==> config.mk <==
export PLATFORM = sky130hd
export DESIGN_NAME = erase_window_timer
export DESIGN_NICKNAME = d
export VERILOG_FILES = /design/src/rtl/ewt_pkg.sv /design/src/rtl/ewt_ctrl.sv /design/src/rtl/ewt_datapath.sv /design/src/rtl/erase_window_timer.sv
export SDC_FILE = /design/constraint.sdc
export NUM_CORES = 1
export LEC_CHECK = 0
export ABC_AREA = 1
export BUFFER_PORTS_ARGS = -buffer_cell sky130_fd_sc_hd__buf_4
export CAP_MARGIN = 20
export CORE_MARGIN = 2
export CORE_UTILIZATION = 45
export CTS_CLUSTER_DIAMETER = 60
export DETAILED_ROUTE_END_ITERATION = 10
export PLACE_DENSITY = 0.79
export SLEW_MARGIN = 30
export SYNTH_ARGS = -nofsm -noshare
export SYNTH_HDL_FRONTEND = slang
export SYNTH_SLANG_ARGS = --single-unit
==> constraint.sdc <==
create_clock -name clk -period 1.25 [get_ports clk]
set_input_delay 0 -clock clk [delete_from_list [all_inputs] [get_ports clk]]
set_output_delay 0 -clock clk [all_outputs]
set_load 0.02 [all_outputs]
==> src/rtl/ewt_pkg.sv <==
package ewt_pkg;

  typedef enum logic [1:0] {
    ST_IDLE    = 2'd0,
    ST_WINDOW  = 2'd1,
    ST_ERASING = 2'd2,
    ST_SUSPEND = 2'd3
  } ewtState_t;

  typedef struct packed {
    logic cntLoad;     // reload the window counter
    logic maskSet;     // record the sector on the address bus
    logic maskClear;   // drop the bitmap and the chip flag
    logic chipSet;     // mark a whole-chip erase
    logic startPulse;  // erase begins on this edge
  } ewtStrobe_t;

endpackage

==> src/rtl/ewt_ctrl.sv <==
module ewt_ctrl
  import ewt_pkg::*;
(
  input  logic       clk,
  input  logic       rstN,
  input  logic       sectorCmd,
  input  logic       chipCmd,
  input  logic       suspendCmd,
  input  logic       resumeCmd,
  input  logic       eraseDone,
  input  logic       cntZero,
  output ewtStrobe_t strobe,
  output logic       windowClosed,
  output logic       busy,
  output logic       suspended
);

  ewtState_t state, stateNext;

  always_comb begin
    stateNext = state;
    strobe    = '0;
    unique case (state)
      ST_IDLE: begin
        if (sectorCmd) begin
          strobe.cntLoad = 1'b1;
          strobe.maskSet = 1'b1;
          stateNext      = ST_WINDOW;
        end else if (chipCmd) begin
          strobe.chipSet    = 1'b1;
          strobe.startPulse = 1'b1;
          stateNext         = ST_ERASING;
        end
      end
      ST_WINDOW: begin
        if (cntZero) begin
          strobe.startPulse = 1'b1;
          stateNext         = ST_ERASING;
        end else if (sectorCmd) begin
          strobe.cntLoad = 1'b1;
          strobe.maskSet = 1'b1;
        end
      end
      ST_ERASING: begin
        if (eraseDone) begin
          strobe.maskClear = 1'b1;
          stateNext        = ST_IDLE;
        end else if (suspendCmd) begin
          stateNext = ST_SUSPEND;
        end
      end
      ST_SUSPEND: begin
        if (resumeCmd) stateNext = ST_ERASING;
      end
      default: stateNext = ST_IDLE;
    endcase
  end

  always_ff @(posedge clk) begin
    if (!rstN) state <= ST_IDLE;
    else       state <= stateNext;
  end

  assign windowClosed = (state == ST_ERASING) || (state == ST_SUSPEND);
  assign busy         = (state == ST_WINDOW)  || (state == ST_ERASING);
  assign suspended    = (state == ST_SUSPEND);

  assert_expiry_R3: assert property (@(posedge clk) disable iff (!rstN)
    (state == ST_WINDOW && cntZero) |=> (state == ST_ERASING));

  assert_closed_holds_R6: assert property (@(posedge clk) disable iff (!rstN)
    (state == ST_ERASING && !eraseDone && !suspendCmd) |=> (state == ST_ERASING));

  assert_suspend_holds_R9: assert property (@(posedge clk) disable iff (!rstN)
    (state == ST_SUSPEND && !resumeCmd) |=> (state == ST_SUSPEND));

  assert_done_idle_R10: assert property (@(posedge clk) disable iff (!rstN)
    (state == ST_ERASING && eraseDone) |=> (state == ST_IDLE));

endmodule

==> src/rtl/ewt_datapath.sv <==
module ewt_datapath
  import ewt_pkg::*;
#(
  parameter int NUM_SECTORS   = 8,
  parameter int ADDR_W        = 3,
  parameter int WINDOW_CYCLES = 5000,
  localparam int CNT_W        = $clog2(WINDOW_CYCLES + 1)
) (
  input  logic                   clk,
  input  logic                   rstN,
  input  ewtStrobe_t             strobe,
  input  logic [ADDR_W-1:0]      sectorAddr,
  output logic                   cntZero,
  output logic                   eraseStart,
  output logic [NUM_SECTORS-1:0] eraseMask,
  output logic                   chipErase
);

  localparam logic [CNT_W-1:0] LOAD_VAL = CNT_W'(WINDOW_CYCLES - 1);

  logic [CNT_W-1:0] cnt;

  always_ff @(posedge clk) begin
    if (!rstN)               cnt <= '0;
    else if (strobe.cntLoad) cnt <= LOAD_VAL;
    else if (cnt != '0)      cnt <= cnt - 1'b1;
  end

  assign cntZero = (cnt == '0);

  for (genvar i = 0; i < NUM_SECTORS; i++) begin : g_bit
    always_ff @(posedge clk) begin
      if (!rstN || strobe.maskClear)
        eraseMask[i] <= 1'b0;
      else if (strobe.maskSet && sectorAddr == ADDR_W'(i))
        eraseMask[i] <= 1'b1;
    end
  end

  always_ff @(posedge clk) begin
    if (!rstN) begin
      chipErase  <= 1'b0;
      eraseStart <= 1'b0;
    end else begin
      eraseStart <= strobe.startPulse;
      if (strobe.maskClear)    chipErase <= 1'b0;
      else if (strobe.chipSet) chipErase <= 1'b1;
    end
  end

  assert_single_start_R3: assert property (@(posedge clk) disable iff (!rstN)
    eraseStart |=> !eraseStart);

  assert_reload_R4: assert property (@(posedge clk) disable iff (!rstN)
    strobe.cntLoad |=> !cntZero || (WINDOW_CYCLES == 1));

endmodule

==> src/rtl/erase_window_timer.sv <==
module erase_window_timer
  import ewt_pkg::*;
#(
  parameter int NUM_SECTORS = 8,
  parameter int CLK_MHZ     = 100,
  parameter int WINDOW_US   = 50,
  localparam int ADDR_W        = (NUM_SECTORS > 1) ? $clog2(NUM_SECTORS) : 1,
  localparam int WINDOW_CYCLES = CLK_MHZ * WINDOW_US
) (
  input  logic                   clk,
  input  logic                   rstN,
  input  logic                   sectorCmd,
  input  logic [ADDR_W-1:0]      sectorAddr,
  input  logic                   chipCmd,
  input  logic                   suspendCmd,
  input  logic                   resumeCmd,
  input  logic                   eraseDone,
  output logic                   eraseStart,
  output logic [NUM_SECTORS-1:0] eraseMask,
  output logic                   chipErase,
  output logic                   windowClosed,
  output logic                   busy,
  output logic                   suspended
);

  ewtStrobe_t strobe;
  logic       cntZero;

  ewt_ctrl u_ctrl (
    .clk          (clk),
    .rstN         (rstN),
    .sectorCmd    (sectorCmd),
    .chipCmd      (chipCmd),
    .suspendCmd   (suspendCmd),
    .resumeCmd    (resumeCmd),
    .eraseDone    (eraseDone),
    .cntZero      (cntZero),
    .strobe       (strobe),
    .windowClosed (windowClosed),
    .busy         (busy),
    .suspended    (suspended)
  );

  ewt_datapath #(
    .NUM_SECTORS   (NUM_SECTORS),
    .ADDR_W        (ADDR_W),
    .WINDOW_CYCLES (WINDOW_CYCLES)
  ) u_dp (
    .clk        (clk),
    .rstN       (rstN),
    .strobe     (strobe),
    .sectorAddr (sectorAddr),
    .cntZero    (cntZero),
    .eraseStart (eraseStart),
    .eraseMask  (eraseMask),
    .chipErase  (chipErase)
  );

  assert_status_with_start_R3: assert property (@(posedge clk) disable iff (!rstN)
    $rose(windowClosed) |-> eraseStart);

  assert_chip_no_window_R7: assert property (@(posedge clk) disable iff (!rstN)
    $rose(chipErase) |-> windowClosed);

  assert_idle_clear_R10: assert property (@(posedge clk) disable iff (!rstN)
    (!busy && !windowClosed && !suspended) |-> (eraseMask == '0 && !chipErase));

endmodule

Word-level counts from Yosys, hierarchy flattened
Index checks and enable logic that the tools add are counted.
- bits of input ports: 10
- word-level logic and storage cells: 68
- output and inout bits: 13
- bits in registers: 25
- eq/ne operators: 14
- reduce and logical (&&, ||, !) cells: 20
- mux-type cells: 19
- bitwise gates (word level): 1
- $add $sub $neg: 1
- operators with widths (kind ; number):
    $mux W13 ; 2
    $mux W2 ; 10
    $logic_not A13 Y1 ; 1
    $reduce_bool A13 Y1 ; 1
    $sub A13 B1 Y13 const B ; 1
    $eq A3 B3 Y1 const B ; 4
    $logic_and A1 B1 Y1 ; 8
    $pmux W2 S4 ; 1
    $eq A3 B2 Y1 const B ; 2
    $ne A3 B3 Y1 const B ; 2
    $eq A2 B2 Y1 const B ; 2
    $mux W1 ; 4
    $ne A2 B2 Y1 const B ; 2
    $pmux W2 S2 ; 1
    $reduce_and A4 Y1 ; 1
    $reduce_or A2 Y1 ; 2
    $eq A3 B1 Y1 const B ; 1
    $logic_not A3 Y1 ; 1
    $logic_or A1 B1 Y1 ; 3
    $eq A2 B1 Y1 const B ; 1
    $logic_not A2 Y1 ; 1
    $pmux W1 S2 ; 1
    $reduce_bool A2 Y1 ; 1
    $logic_not A1 Y1 ; 1
    $not A1 Y1 ; 1

Depth between registers and ports, before layout
Gate-level depths: netlist of run 1.
- word-level depth: 4
- mapped depth: 11
- depth with buffers taken out: 11

By module
A second synthesis of run 1 with hierarchy kept.
- cells, all modules: 201
- area, all modules: 1365.1 um^2
- modules (own cells, without submodules) (module ; times used ; area each (um^2) ; seq. area each (um^2) ; cells an instance):
    ewt_datapath ; 1 ; 1068.5 ; 460.4 ; 155
    ewt_ctrl ; 1 ; 296.5 ; 40.0 ; 46

Worst setup path before layout of run 1
Ideal clock, no wire load.
- path type: register -> register
- start point: reg u_dp.cnt[0]
- end point: reg u_dp.cnt[1]
- data required time: 1.130 ns
- library setup time: 0.120 ns
- path slack: -0.114 ns
- period minus slack after synthesis: 1.364 ns
- arrival time: 1.244 ns
- stages on the path, launching flop included: 9
- buffers on the path: 1
- path through: dfxtp_1 -> inv_1 -> ha_1 -> nand2_2 -> nor2_4 -> nand2_4 -> buf_2 -> o21ai_0 -> a21oi_1
- longest elaborated chain between the ends: 4
- elaborated cells on any way between the ends: 8
- those cells by class: 1 x add/sub; 4 x mux; 3 x reduce/logical
- RTL lines (item ; line ; RTL):
    start, declared ; ewt_datapath.sv:21 ; logic [CNT_W-1:0] cnt;
    start signal, assigned ; ewt_datapath.sv:26 ; else if (cnt != '0) cnt <= cnt - 1'b1;
    parallel branches: the longest is 4 deep, another holds $sub A13 B1 Y13 ; -- ;
Several ways; the timed one is not identified. The select of a mux whose other input is x is not followed.
A chain may end at the register's enable or synchronous reset.

Worst setup path in the final report of run 1
- start point: reg u_dp.cnt[3]
- end point: reg u_dp.cnt[10]
- longest elaborated chain between the ends: 4
- elaborated cells on any way between the ends: 6
- those cells by class: 1 x add/sub; 2 x mux; 3 x reduce/logical
- RTL lines (item):
    parallel branches: the longest is 4 deep, another holds $sub A13 B1 Y13
Several ways; the timed one is not identified.

==> impl_summary.txt, run 1 <==
----------------------------------------------------
[Power and ir drop]
  Cell Pwr Density ... roughly 2400 mW/mm2
  Worst IR Drop VDD ... approximately 1.1 mV
  Leakage power total ... approximately 1.0 nW
  Post-layout power ... approximately 5.1 mW

[Critical path]
  Critical path data arrival time ... roughly 1.7 ns
  Slowest cell on the critical path ... sky130_fd_sc_hd__dfxtp_1
  Biggest cell delay along the critical path ... about 0.4 ns
  Critical path class ... reg2reg
  Critical Path Sink Type ... flip-flop
  Worst Path Required ... 1.54 ns
  Cell-by-cell trace of the critical path ... nor2_4 > buf_4 > nand2_1 > nor3_2 > xor2_1 > nand2_1 > nor2_2
  Max Fanout on Critical Path ... 3
  CP most frequent cell ... sky130_fd_sc_hd__nand2_1
  Kind of launch point of the worst setup path ... flip-flop

[Global routing]
  First-pass GRT wire length ... a little under 6000 um
  Vias in the first global route ... approximately 1,400
  GRT busiest layer ... met2
  Met1 global-route usage ... roughly a quarter
  Grt ovf ... 0
  Global routing met3 resource utilization ... under 10%
  Number of antenna violations at the first check in global routing ... 0
  GRT met2 Usage ... between 30% and 40%
  Overall track demand over capacity in global routing ... ~22%
  Maximum number of pins on one net before global-route repair ... 16

[STA]
  Maximum frequency from static timing analysis ... 0.708 GHz
  Number of failing setup endpoints in the final timing report ... 24
  Least-Margin Pin Slew ... roughly 0.42 ns
  Relative slew slack ... between 70% and 80%
  Hold violation total from the final report ... 10
  Setup repair after global routing missed its margin ... yes
  Final worst setup slack ... -0.162 ns
  Ratio of final minimum period to clock period ... 113%
  Worst hold margin ... -0.0535 ns
  Post-route setup TNS ... -2.08 ns
  Worst setup skew after layout ... around 0.014 ns
  Number of pins with negative max-slew slack in the final report ... 0
  Final Critical Period ... 1.41 ns

[Cells and area]
  Most common cell after layout, fill and taps aside ... sky130_fd_sc_hd__buf_4
  Highest-count cells in the layout ignoring fill and taps ... 46 x sky130_fd_sc_hd__buf_4, 44 x sky130_fd_sc_hd__nand2_1, 25 x sky130_fd_sc_hd__inv_1
  Count of nets after finishing ... 281
  Final std cell area, no fill ... roughly 0.0022 mm2
  Count of non-filler cells in the finished layout ... just under 300
  Layout overhead on the synthesized area ... 55.7%
  Fraction of layout cells with a size suffix above 1 ... a little under half
  Fill cell count ... around 210
  Antenna diode count ... 0

[Placement]
  Placement Setup Slack ... -0.177 ns
  Final weighted congestion of routability-driven global placement ... between 0.8 and 0.9
  Sum of net half-perimeters after detailed placement ... 2360 um
  Placed standard-cell area ... between 0.0015 and 0.002 mm2
  Placed Cells incl. Taps ... roughly 280
  Input/output buffers ... 22

[Clock tree]
  Clock latency on the worst-skew pair ... around 0.33 ns
  H-tree levels ... 1
  # hold bufs at CTS ... 1
  Clock tree from TritonCTS ... built
  Clock transition at the registers of the reported paths ... between 0.15 and 0.2 ns
  Cts bufs inserted ... 3
  TritonCTS sink count ... 25
  Master cell of the clock root buffer ... sky130_fd_sc_hd__clkbuf_4
  Maximum clock path buffer count ... 2

[Detailed routing]
  Router iterations before antenna repair ... 4
  DRC violations left ... 0
  Final wirelength ... around 3900 um
  1st-iter DRT viols ... 47
  DRT antenna net count ... 0
  Final routed wire length divided by cell count ... roughly 13 um
  Vias per cell ... 5.01
  Total number of vias ... between 1,000 and 1,500

[Synthesis]
  Avg Inst Size Synth ... between 6 and 7 um2
  Portion of the post-synthesis area used by sequential elements ... 36.1%
  Top cell type by total area after synthesis ... sky130_fd_sc_hd__dfxtp_1
  Net Count, Synth ... around 220
  Synth Register Bits ... 25
  Post-synth cell types ... 24
  Number of warnings printed during yosys synthesis ... 0
  Number of cells produced by synthesis ... roughly 200
  Post-Synthesis Cell Area ... about 0.0014 mm2
  Biggest area contributors in the synthesized netlist ... sky130_fd_sc_hd__dfxtp_1 36%, sky130_fd_sc_hd__nand2_1 14%, sky130_fd_sc_hd__inv_1 8.4%, sky130_fd_sc_hd__nor2_1 8.1%, sky130_fd_sc_hd__ha_1 6.3%
  Share of the synthesized area in the top cell type ... between 30% and 40%

[Floorplan]
  Starting Density ... between 40% and 50%
  Rows ... 20
  Number of top-level pins ... 23
  Die area ... between 0.003 and 0.004 mm2
  Floorplan die height ... between 50 and 60 um
  Die X-Extent ... 59.5 um
  Core Area ... approximately 0.0030 mm2

[Status]
  Outcome ... finished, violations left
  Violations in the final reports ... hold timing, setup timing

[Worst hold path]
  Type of the most critical hold path ... in2reg

[Run]
  Max-cap viol count ... 0

----------------------------------------------------
## cells by family (layout without fill, tap and decap cells)
| family | after synthesis | count (layout) | synth area share, % |
|---|---|---|---|
| compound gates | 24 | 24 | 9.30 |
| xor+xnor | 5 | 5 | 3.16 |
| fa+ha+maj | 7 | 7 | 6.32 |
| buf+inv | 34 | 92 | 9.75 |
| flops | 25 | 25 | 36.1 |
| simple gates | 109 | 110 | 35.4 |
## layer usage
layer / vias to the layer above / part of all wire [%]
li1: 744 / -
met1: 706 / 44
met2: 28 / 52
met3: 6 / 3.1
met4: 0 / 1.3
met5: - / 0
## registers in the layout (all words and copies together) (netlist names)
name             count
u_dp.cnt            13
u_dp.eraseMask       8
u_ctrl.state         2
u_dp.chipErase       1
u_dp.eraseStart      1
## synth_stat cells, drive strengths merged
master and count:
or2 1, nand2 56, nand3 12, o21ai 3
inv 31, clkinv 1, dfxtp 25, clkbuf 1
xor2 5, buf 1, ha 7, nand4 2
o21bai 2, o22ai 1, a21oi 17, nor2 35
nor3 3, a21boi 1
## stage by stage
step | hold slack (ns) | util, %
floorplan | 0.174 | -
global placement | 0.271 | 59.5
detailed placement | 0.277 | 59.5
CTS | -0.0534 | 67.1
global route | -0.0755 | 71.9
finish | -0.0535 | 71.9
## what timing repair did
action                                  CTS  global route
buffers inserted                          5             3
pin swaps                                14            11
endpoints found under the setup margin   27            27
endpoints found under the hold margin    14            10
cloned                                    1             0
gates resized for setup                  42            35
## area by class of cell
class	instances	area [um2]	share of cell area [%]
clock buffer	3	22.5	1.04
clock inverter	1	7.51	0.348
inverter	32	140	6.49
multi-input combinational	146	970	44.9
sequential	25	520	24.1
tap	33	41.3	1.91
timing repair buffer	56	457	21.2
## power by group
group          internal (mW)  switching (mW)
combinational           1.58            1.83
sequential              1.05           0.246
clock                  0.123           0.273
total                   2.75            2.34
## critical path, delay by kind of cell (launching register included)
| kind | cells | cell delay (ns) |
|---|---|---|
| AND/OR/NAND/NOR | 5 | 0.64 |
| flip-flops | 1 | 0.40 |
| XOR/XNOR | 1 | 0.20 |
| buffers and inverters | 1 | 0.13 |
## final timing paths
path | start | endpoint | slack, ns | depth (start not counted)
hold / removal | rstN | u_dp.cnt[7] | -0.05 | 3
hold reg to reg | u_dp.chipErase | u_dp.chipErase | 0.46 | 2
setup reg to reg | u_dp.cnt[3] | u_dp.cnt[10] | -0.16 | 7
setup / recovery | u_dp.cnt[3] | u_dp.cnt[10] | -0.16 | 7
(Power assumes the default switching activity.)
==> inputs of run 2 (changes only) <==
Settings changed: CTS_CLUSTER_SIZE set to 28, PLACE_DENSITY 0.79 to 0.76.
Clock period 1.25 ns to 1.6 ns, I/O delays scaled along.
==> run 2 against run 1 <==
Compared with the run above:
- the flow now finishes without violations
- wire length is 31% lower
- combinational power shrank 53%
- register-to-register slack better by 0.30 ns
- design area down 23%
- global-route usage down 4.7 points
- first-iteration DRC count rose by 4.3%
- sequential power is 27% lower
- clock-buffer cell count stayed put
- hold slack improved by 0.072 ns
- critical endpoint is now u_dp.cnt[0]
- largest cell class unchanged
==> impl_summary.txt, run 2 (same netlist as run 1, synthesis figures left out) <==
----------------------------------------------------
[Floorplan]
  Starting Density ... a little under half
  Floorplan die height ... 59.5 um
  Die area ... about 0.0035 mm2
  Rows ... 20
  Die X-Extent ... roughly 60 um
  Number of top-level pins ... 23
  Core Area ... 0.00300 mm2

[Cells and area]
  Count of nets after finishing ... 249
  Fill cell count ... 297
  Post-Route Utilization ... 55.2%
  Layout overhead on the synthesized area ... 19.5%
  Most common cell after layout, fill and taps aside ... sky130_fd_sc_hd__nand2_1
  Flip-flop count of the largest register after layout ... 13
  Sequential Area ... about 500 um2
  Antenna diode count ... 0
  Register ranked first by flip-flop count ... u_dp.cnt
  Highest-count cells in the layout ignoring fill and taps ... 51 x sky130_fd_sc_hd__nand2_1, 31 x sky130_fd_sc_hd__inv_1, 30 x sky130_fd_sc_hd__nor2_1
  Footprint of the multi-input gates ... about 770 um2
  Largest registers in the final layout ... u_dp.cnt x13, u_dp.eraseMask x8, u_ctrl.state x2
  Fraction of layout cells with a size suffix above 1 ... between 10% and 20%

[Detailed routing]
  Total number of vias ... ~1,300
  Vias per cell ... roughly 4.9
  Final routed wire length divided by cell count ... between 10 and 15 um
  DRC violations left ... 0
  Wire length on met3 ... approximately 90 um
  Router iterations before antenna repair ... 4
  Topmost layer with routed signal wires ... met4
  Met1 routed wirelength after detailed routing ... 1390 um
  DRT antenna net count ... 0
  1st-iter DRT viols ... a little under 50
  Final wirelength ... 2700 um
  Met2 routed WL ... 1190 um

[Clock tree]
  Master cell of the clock root buffer ... sky130_fd_sc_hd__clkbuf_4
  Clock tree from TritonCTS ... built
  Maximum clock path buffer count ... 2
  TritonCTS sink count ... 25
  Cts bufs inserted ... 3
  Clock latency on the worst-skew pair ... roughly 0.33 ns
  H-tree levels ... 1
  Clock transition at the registers of the reported paths ... ~0.15 ns

[Critical path]
  Worst Path Required ... between 1.5 and 2 ns
  Critical Path Sink Type ... flip-flop
  Critical path data arrival time ... between 1.5 and 2 ns
  Max Fanout on Critical Path ... 16
  Critical path class ... reg2reg
  Kind of launch point of the worst setup path ... flip-flop

[STA]
  Relative slew slack ... 59.0%
  Worst hold margin ... between 0.015 and 0.02 ns
  Hold violation total from the final report ... 0
  Maximum frequency from static timing analysis ... between 0.6 and 0.7 GHz
  Least-Margin Pin Slew ... roughly 0.61 ns
  Number of pins with negative max-slew slack in the final report ... 0
  Worst setup skew after layout ... around 0.016 ns
  Ratio of final minimum period to clock period ... 91.6%
  Number of failing setup endpoints in the final timing report ... 0
  Post-route setup TNS ... 0 ns
  Final Critical Period ... around 1.5 ns

[Global routing]
  Vias in the first global route ... around 1,100
  Grt ovf ... 0
  Number of antenna violations at the first check in global routing ... 0
  Overall track demand over capacity in global routing ... between 15 and 20%
  Maximum number of pins on one net before global-route repair ... 17
  First-pass GRT wire length ... 4610 um

[Placement]
  Final weighted congestion of routability-driven global placement ... around 0.85
  Input/output buffers ... 22
  Sum of net half-perimeters after detailed placement ... 2050 um

[Power and ir drop]
  Worst IR Drop VDD ... ~0.71 mV
  Cell Pwr Density ... around 1700 mW/mm2
  Leakage power total ... between 0.8 and 0.9 nW
  Post-layout power ... approximately 2.8 mW

[Status]
  Outcome ... finished, final reports clean

[Worst hold path]
  Type of the most critical hold path ... in2reg

[Run]
  Max-cap viol count ... 0

----------------------------------------------------
==> run 2: cell types whose count changed in the layout (fill, tap and decap cells not counted), sizes merged <==
cell         before  now
dlygate4sd3       1    2
nand2            57   56
buf              55   23
==> run 2: layout make-up <==
class / instances / share of cell area, %
clock inverters: 1 / 0.453
flip-flops and latches: 25 / 30.2
repair buffers: 25 / 11.6
well taps: 33 / 2.49
multi-input cells: 145 / 46.3
clock buffers: 3 / 1.36
inverters: 32 / 7.55
==> run 2: power breakdown <==
group	internal (mW)	switching [mW]	leakage, nW	total (mW)
Combinational	0.606	0.983	0.604	1.59
Clock	0.0955	0.198	0.0139	0.294
Sequential	0.783	0.161	0.205	0.944
Total	1.48	1.34	0.823	2.83
==> run 2: metrics by stage <==
step	std cells	instance area, um2	setup slack, ns
floorplan	204	1390	0.236
global placement	258	1590	0.163
detailed placement	258	1590	0.129
CTS	264	1640	0.108
global route	264	1660	-0.0217
finish	264	1660	0.135
==> run 2: layer usage <==
| metal | vias up | GRT usage (%) |
|---|---|---|
| met5 | - | 0 |
| met3 | 4 | 2.84 |
| li1 | 691 | - |
| met4 | 0 | 5.71 |
| met2 | 23 | 26.5 |
| met1 | 565 | 23.3 |
==> run 2: timing repair <==
item | in CTS | in global routing
hold buffers | 2 | 0
endpoints found under the hold margin | 14 | 0
gates resized for setup | 0 | 3
buffers inserted | 0 | 0
endpoints found under the setup margin | 0 | 10
==> run 2: worst paths after layout <==
path / start / end / slack, ns / cells after the start
hold / removal: chipCmd / u_dp.eraseStart / 0.02 / 3
hold reg to reg: u_dp.chipErase / u_dp.chipErase / 0.46 / 2
setup / recovery: u_dp.cnt[1] / u_dp.cnt[0] / 0.13 / 11
setup reg to reg: u_dp.cnt[1] / u_dp.cnt[0] / 0.13 / 11
==> run 2: worst max-delay path, cell delays in order, from the launching register on <==
cell and delay [ns]:
sky130_fd_sc_hd__dfxtp_1 0.35, sky130_fd_sc_hd__inv_1 0.08, sky130_fd_sc_hd__ha_2 0.19, sky130_fd_sc_hd__nand2_2 0.07, sky130_fd_sc_hd__nor2_4 0.16, sky130_fd_sc_hd__nand2_8 0.11
sky130_fd_sc_hd__nand3_2 0.10, sky130_fd_sc_hd__nand2_4 0.09, sky130_fd_sc_hd__clkinv_4 0.09, sky130_fd_sc_hd__nand2_1 0.05, sky130_fd_sc_hd__nand2_1 0.05, sky130_fd_sc_hd__inv_1 0.03
==> inputs of run 3 (changes only) <==
Settings changed: ABC_AREA 1 to not set.
==> run 3 against run 2 <==
Compared with the run above:
- area after synthesis fell by 2.3%
- highest routed layer unchanged
- the flow now finishes with violations (DRC, setup timing)
- sequential power barely moved
- final cell count fell by 6.1%
- largest power group unchanged
- sequential cell count did not move
- critical path type unchanged
==> impl_summary.txt, run 3 <==
----------------------------------------------------
[Status]
  Outcome ... finished, violations left
  Violations in the final reports ... DRC, setup timing

[Placement]
  Placement Setup Slack ... -0.305 ns
  Sum of net half-perimeters after detailed placement ... between 2000 and 3000 um
  Input/output buffers ... 22
  Final weighted congestion of routability-driven global placement ... around 0.87

[Global routing]
  Maximum number of pins on one net before global-route repair ... 14
  Vias in the first global route ... roughly 1,400
  Grt ovf ... 0
  Overall track demand over capacity in global routing ... roughly a quarter
  Number of antenna violations at the first check in global routing ... 0
  First-pass GRT wire length ... 6180 um

[Clock tree]
  Clock tree from TritonCTS ... built
  Clock latency on the worst-skew pair ... roughly 0.32 ns
  Cts bufs inserted ... 3
  Clock transition at the registers of the reported paths ... around 0.14 ns
  TritonCTS sink count ... 25
  Master cell of the clock root buffer ... sky130_fd_sc_hd__clkbuf_4
  H-tree levels ... 1
  Maximum clock path buffer count ... 2

[Cells and area]
  Largest registers in the final layout ... u_dp.cnt x13, u_dp.eraseMask x8, u_ctrl.state x2
  Count of nets after finishing ... around 240
  Antenna diode count ... 0
  Highest-count cells in the layout ignoring fill and taps ... 54 x sky130_fd_sc_hd__buf_4, 18 x sky130_fd_sc_hd__dfxtp_1, 14 x sky130_fd_sc_hd__nor2_1
  Register ranked first by flip-flop count ... u_dp.cnt
  Layout overhead on the synthesized area ... 54.4%
  Flip-flop count of the largest register after layout ... 13
  Most common cell after layout, fill and taps aside ... sky130_fd_sc_hd__buf_4
  Fraction of layout cells with a size suffix above 1 ... about 51%

[Power and ir drop]
  Cell Pwr Density ... approximately 2200 mW/mm2
  Switching part of the total power ... a little under half
  Internal ... between 2 and 2.5 mW
  Power spent charging and discharging nets ... slightly above 2 mW
  Post-layout power ... between 4 and 5 mW
  Worst IR Drop VDD ... 1.31 mV
  Part of the power in the clock network ... ~6.4%
  Combinational Power Share ... between 70 and 80%
  Leakage power total ... 0.857 nW
  Register share of total power ... approximately a fifth

[Synthesis]
  Fraction of registers with async set or reset after synthesis ... 0%
  Post-Synthesis Cell Area ... approximately 0.0014 mm2
  Avg Inst Size Synth ... 8.73 um2
  Post-synth cell types ... 41
  Number of cells produced by synthesis ... approximately 160
  Portion of the post-synthesis area used by sequential elements ... between 30% and 40%
  Share of the synthesized area in the top cell type ... ~37%
  Cell with the most instances after synthesis ... sky130_fd_sc_hd__dfxtp_1
  Top post-synthesis cells by count ... 25 x sky130_fd_sc_hd__dfxtp_1, 16 x sky130_fd_sc_hd__nor2_1, 13 x sky130_fd_sc_hd__a21oi_1
  Number of synthesized flops with an enable pin ... 0
  Net Count, Synth ... between 150 and 200
  Top cell type by total area after synthesis ... sky130_fd_sc_hd__dfxtp_1
  Synth Register Bits ... 25
  Biggest area contributors in the synthesized netlist ... sky130_fd_sc_hd__dfxtp_1 37%, sky130_fd_sc_hd__ha_1 6.5%, sky130_fd_sc_hd__a21oi_1 4.8%, sky130_fd_sc_hd__nor2_1 4.4%, sky130_fd_sc_hd__nor3_1 3.7%
  Most used flip-flop cell after synthesis ... sky130_fd_sc_hd__dfxtp_1
  Number of warnings printed during yosys synthesis ... 0

[Detailed routing]
  Final routed wire length divided by cell count ... about 17 um
  Total number of vias ... 1,488
  1st-iter DRT viols ... around 110
  DRC violations left ... 4
  Router iterations before antenna repair ... 7
  DRT antenna net count ... 0
  Final wirelength ... roughly 4200 um
  Vias per cell ... about 6

[STA]
  Relative slew slack ... 57.8%
  Final worst setup slack ... -0.334 ns
  Maximum frequency from static timing analysis ... between 0.5 and 0.6 GHz
  Final Critical Period ... 1.93 ns
  Setup repair after global routing missed its margin ... yes
  Hold violation total from the final report ... 0
  Worst setup skew after layout ... just under 0.01 ns
  Ratio of final minimum period to clock period ... 121%
  Number of pins with negative max-slew slack in the final report ... 0
  Least-Margin Pin Slew ... around 0.63 ns
  Number of failing setup endpoints in the final timing report ... 24

[Critical path]
  Total buffers and inverters traversed by the critical path ... 0
  Slowest cell on the critical path ... sky130_fd_sc_hd__or4_4
  Startpoint of the lowest-slack register-to-register path ... u_dp.cnt[7]
  Cell-by-cell trace of the critical path ... or4_4 > a211o_1 > or4_1 > a21oi_1
  Endpoint of the worst register-to-register path ... u_dp.cnt[11]
  Capturing instance or port of the critical path ... u_dp.cnt[11]
  Crit path max-delay family ... simple AND/OR/NAND/NOR gates
  Max Fanout on Critical Path ... 5
  Critical path launch point ... u_dp.cnt[7]
  Setup slack on the worst flop-to-flop path ... -0.33 ns
  Reg2Reg Depth ... 4
  Kind of launch point of the worst setup path ... flip-flop
  Biggest cell delay along the critical path ... 0.58 ns
  Critical path data arrival time ... roughly 2.2 ns
  Critical Path Sink Type ... flip-flop
  Worst Path Required ... ~1.9 ns
  Critical path class ... reg2reg
  WP depth ... 4

[Floorplan]
  Die area ... roughly 0.0035 mm2
  Core Area ... roughly 0.0028 mm2
  Floorplan die height ... 58.9 um
  Starting Density ... ~48%
  Rows ... 19
  Number of top-level pins ... 23
  Die X-Extent ... approximately 59 um

[Worst hold path]
  Type of the most critical hold path ... in2reg

[Run]
  Max-cap viol count ... 0

----------------------------------------------------
-- run 3: changes by cell type after synthesis, sizes merged, moves of 7 or more --
cell | before | now
nor2 | 35 | 16
nand2 | 56 | 8
inv | 31 | 5
or4 | 0 | 7
nor3 | 3 | 11
nand3 | 12 | 1
nand2b | 0 | 7
-- run 3: metrics by stage --
step                      utilization [%]  hold slack, ns  cell area (um2)  cells  TNS (ns)
after global placement               63.9           0.306             1790    235     -5.38
after floorplan                         -           0.143             1390    155     -5.15
after global routing                 74.5          0.0463             2090    248     -8.02
final                                74.5          0.0238             2090    248     -6.49
after detailed placement             63.9           0.320             1790    235     -6.27
after CTS                            70.1         0.00306             1970    245     -5.92
-- run 3: worst min path at each step --
stage,from,end,slack (ns),cells after the start
final,sectorAddr[0],u_dp.eraseMask[2],0.02,4
after floorplan,sectorCmd,u_dp.cnt[7],0.14,2
after CTS,chipCmd,u_dp.chipErase,0.003,3
after detailed placement,sectorCmd,u_dp.cnt[7],0.32,3
after global placement,sectorCmd,u_dp.cnt[7],0.31,3
after global routing,sectorAddr[2],u_dp.eraseMask[2],0.05,4
-- run 3: power by group through the flow --
| stage | Combinational [mW] | Sequential (mW) | Clock (mW) |
|---|---|---|---|
| after global routing | 3.51 | 0.963 | 0.314 |
| after detailed placement | 2.45 | 0.927 | 0 |
| final | 3.32 | 0.943 | 0.290 |
| after floorplan | 1.43 | 0.989 | 0 |
| after global placement | 2.36 | 0.921 | 0 |
| after CTS | 2.88 | 0.929 | 0.282 |
-- run 3: area by class of cell --
| type | instances | area [um2] |
|---|---|---|
| clock buffer | 4 | 26.3 |
| fill | 190 | 714 |
| inverter | 5 | 18.8 |
| multi-input combinational | 121 | 1000 |
| sequential | 25 | 509 |
| tap | 31 | 38.8 |
| timing repair buffer | 62 | 495 |
-- run 3: timing repair --
item / CTS / global route
endpoints found under the hold margin: 4 / 1
setup endpoints to repair: 24 / 25
pin swaps: 13 / 18
resized for setup: 26 / 27
setup buffers: 5 / 1
hold buffers: 2 / 1
cloned: 0 / 1
-- run 3: worst min-delay path, stage by stage --
cell and delay (ns):
sky130_fd_sc_hd__buf_4 0.10, sky130_fd_sc_hd__nor4_1 0.06, sky130_fd_sc_hd__a21oi_2 0.11, sky130_fd_sc_hd__nor2_1 0.04
-- run 3: cell families (layout without fill, tap and decap cells) --
family	Yosys count	in the layout	share of synthesized area (%)
AO/OA/AOI/OAI	41	41	20.1
XOR/XNOR	5	5	3.23
adder cells (fa/ha/maj)	7	7	6.47
buffers and inverters	10	71	3.97
flip-flops	25	25	37.0
multiplexers	2	2	1.48
AND/OR/NAND/NOR	65	66	27.7
-- run 3: routing by layer --
metal | vias to the layer above | part of all wire (%) | global-route usage, %
met3 | 31 | 6.8 | 3.74
met1 | 683 | 38 | 27.1
met2 | 77 | 50 | 42.9
met5 | - | 0 | 0
met4 | 0 | 5.2 | 10.4
li1 | 697 | - | -
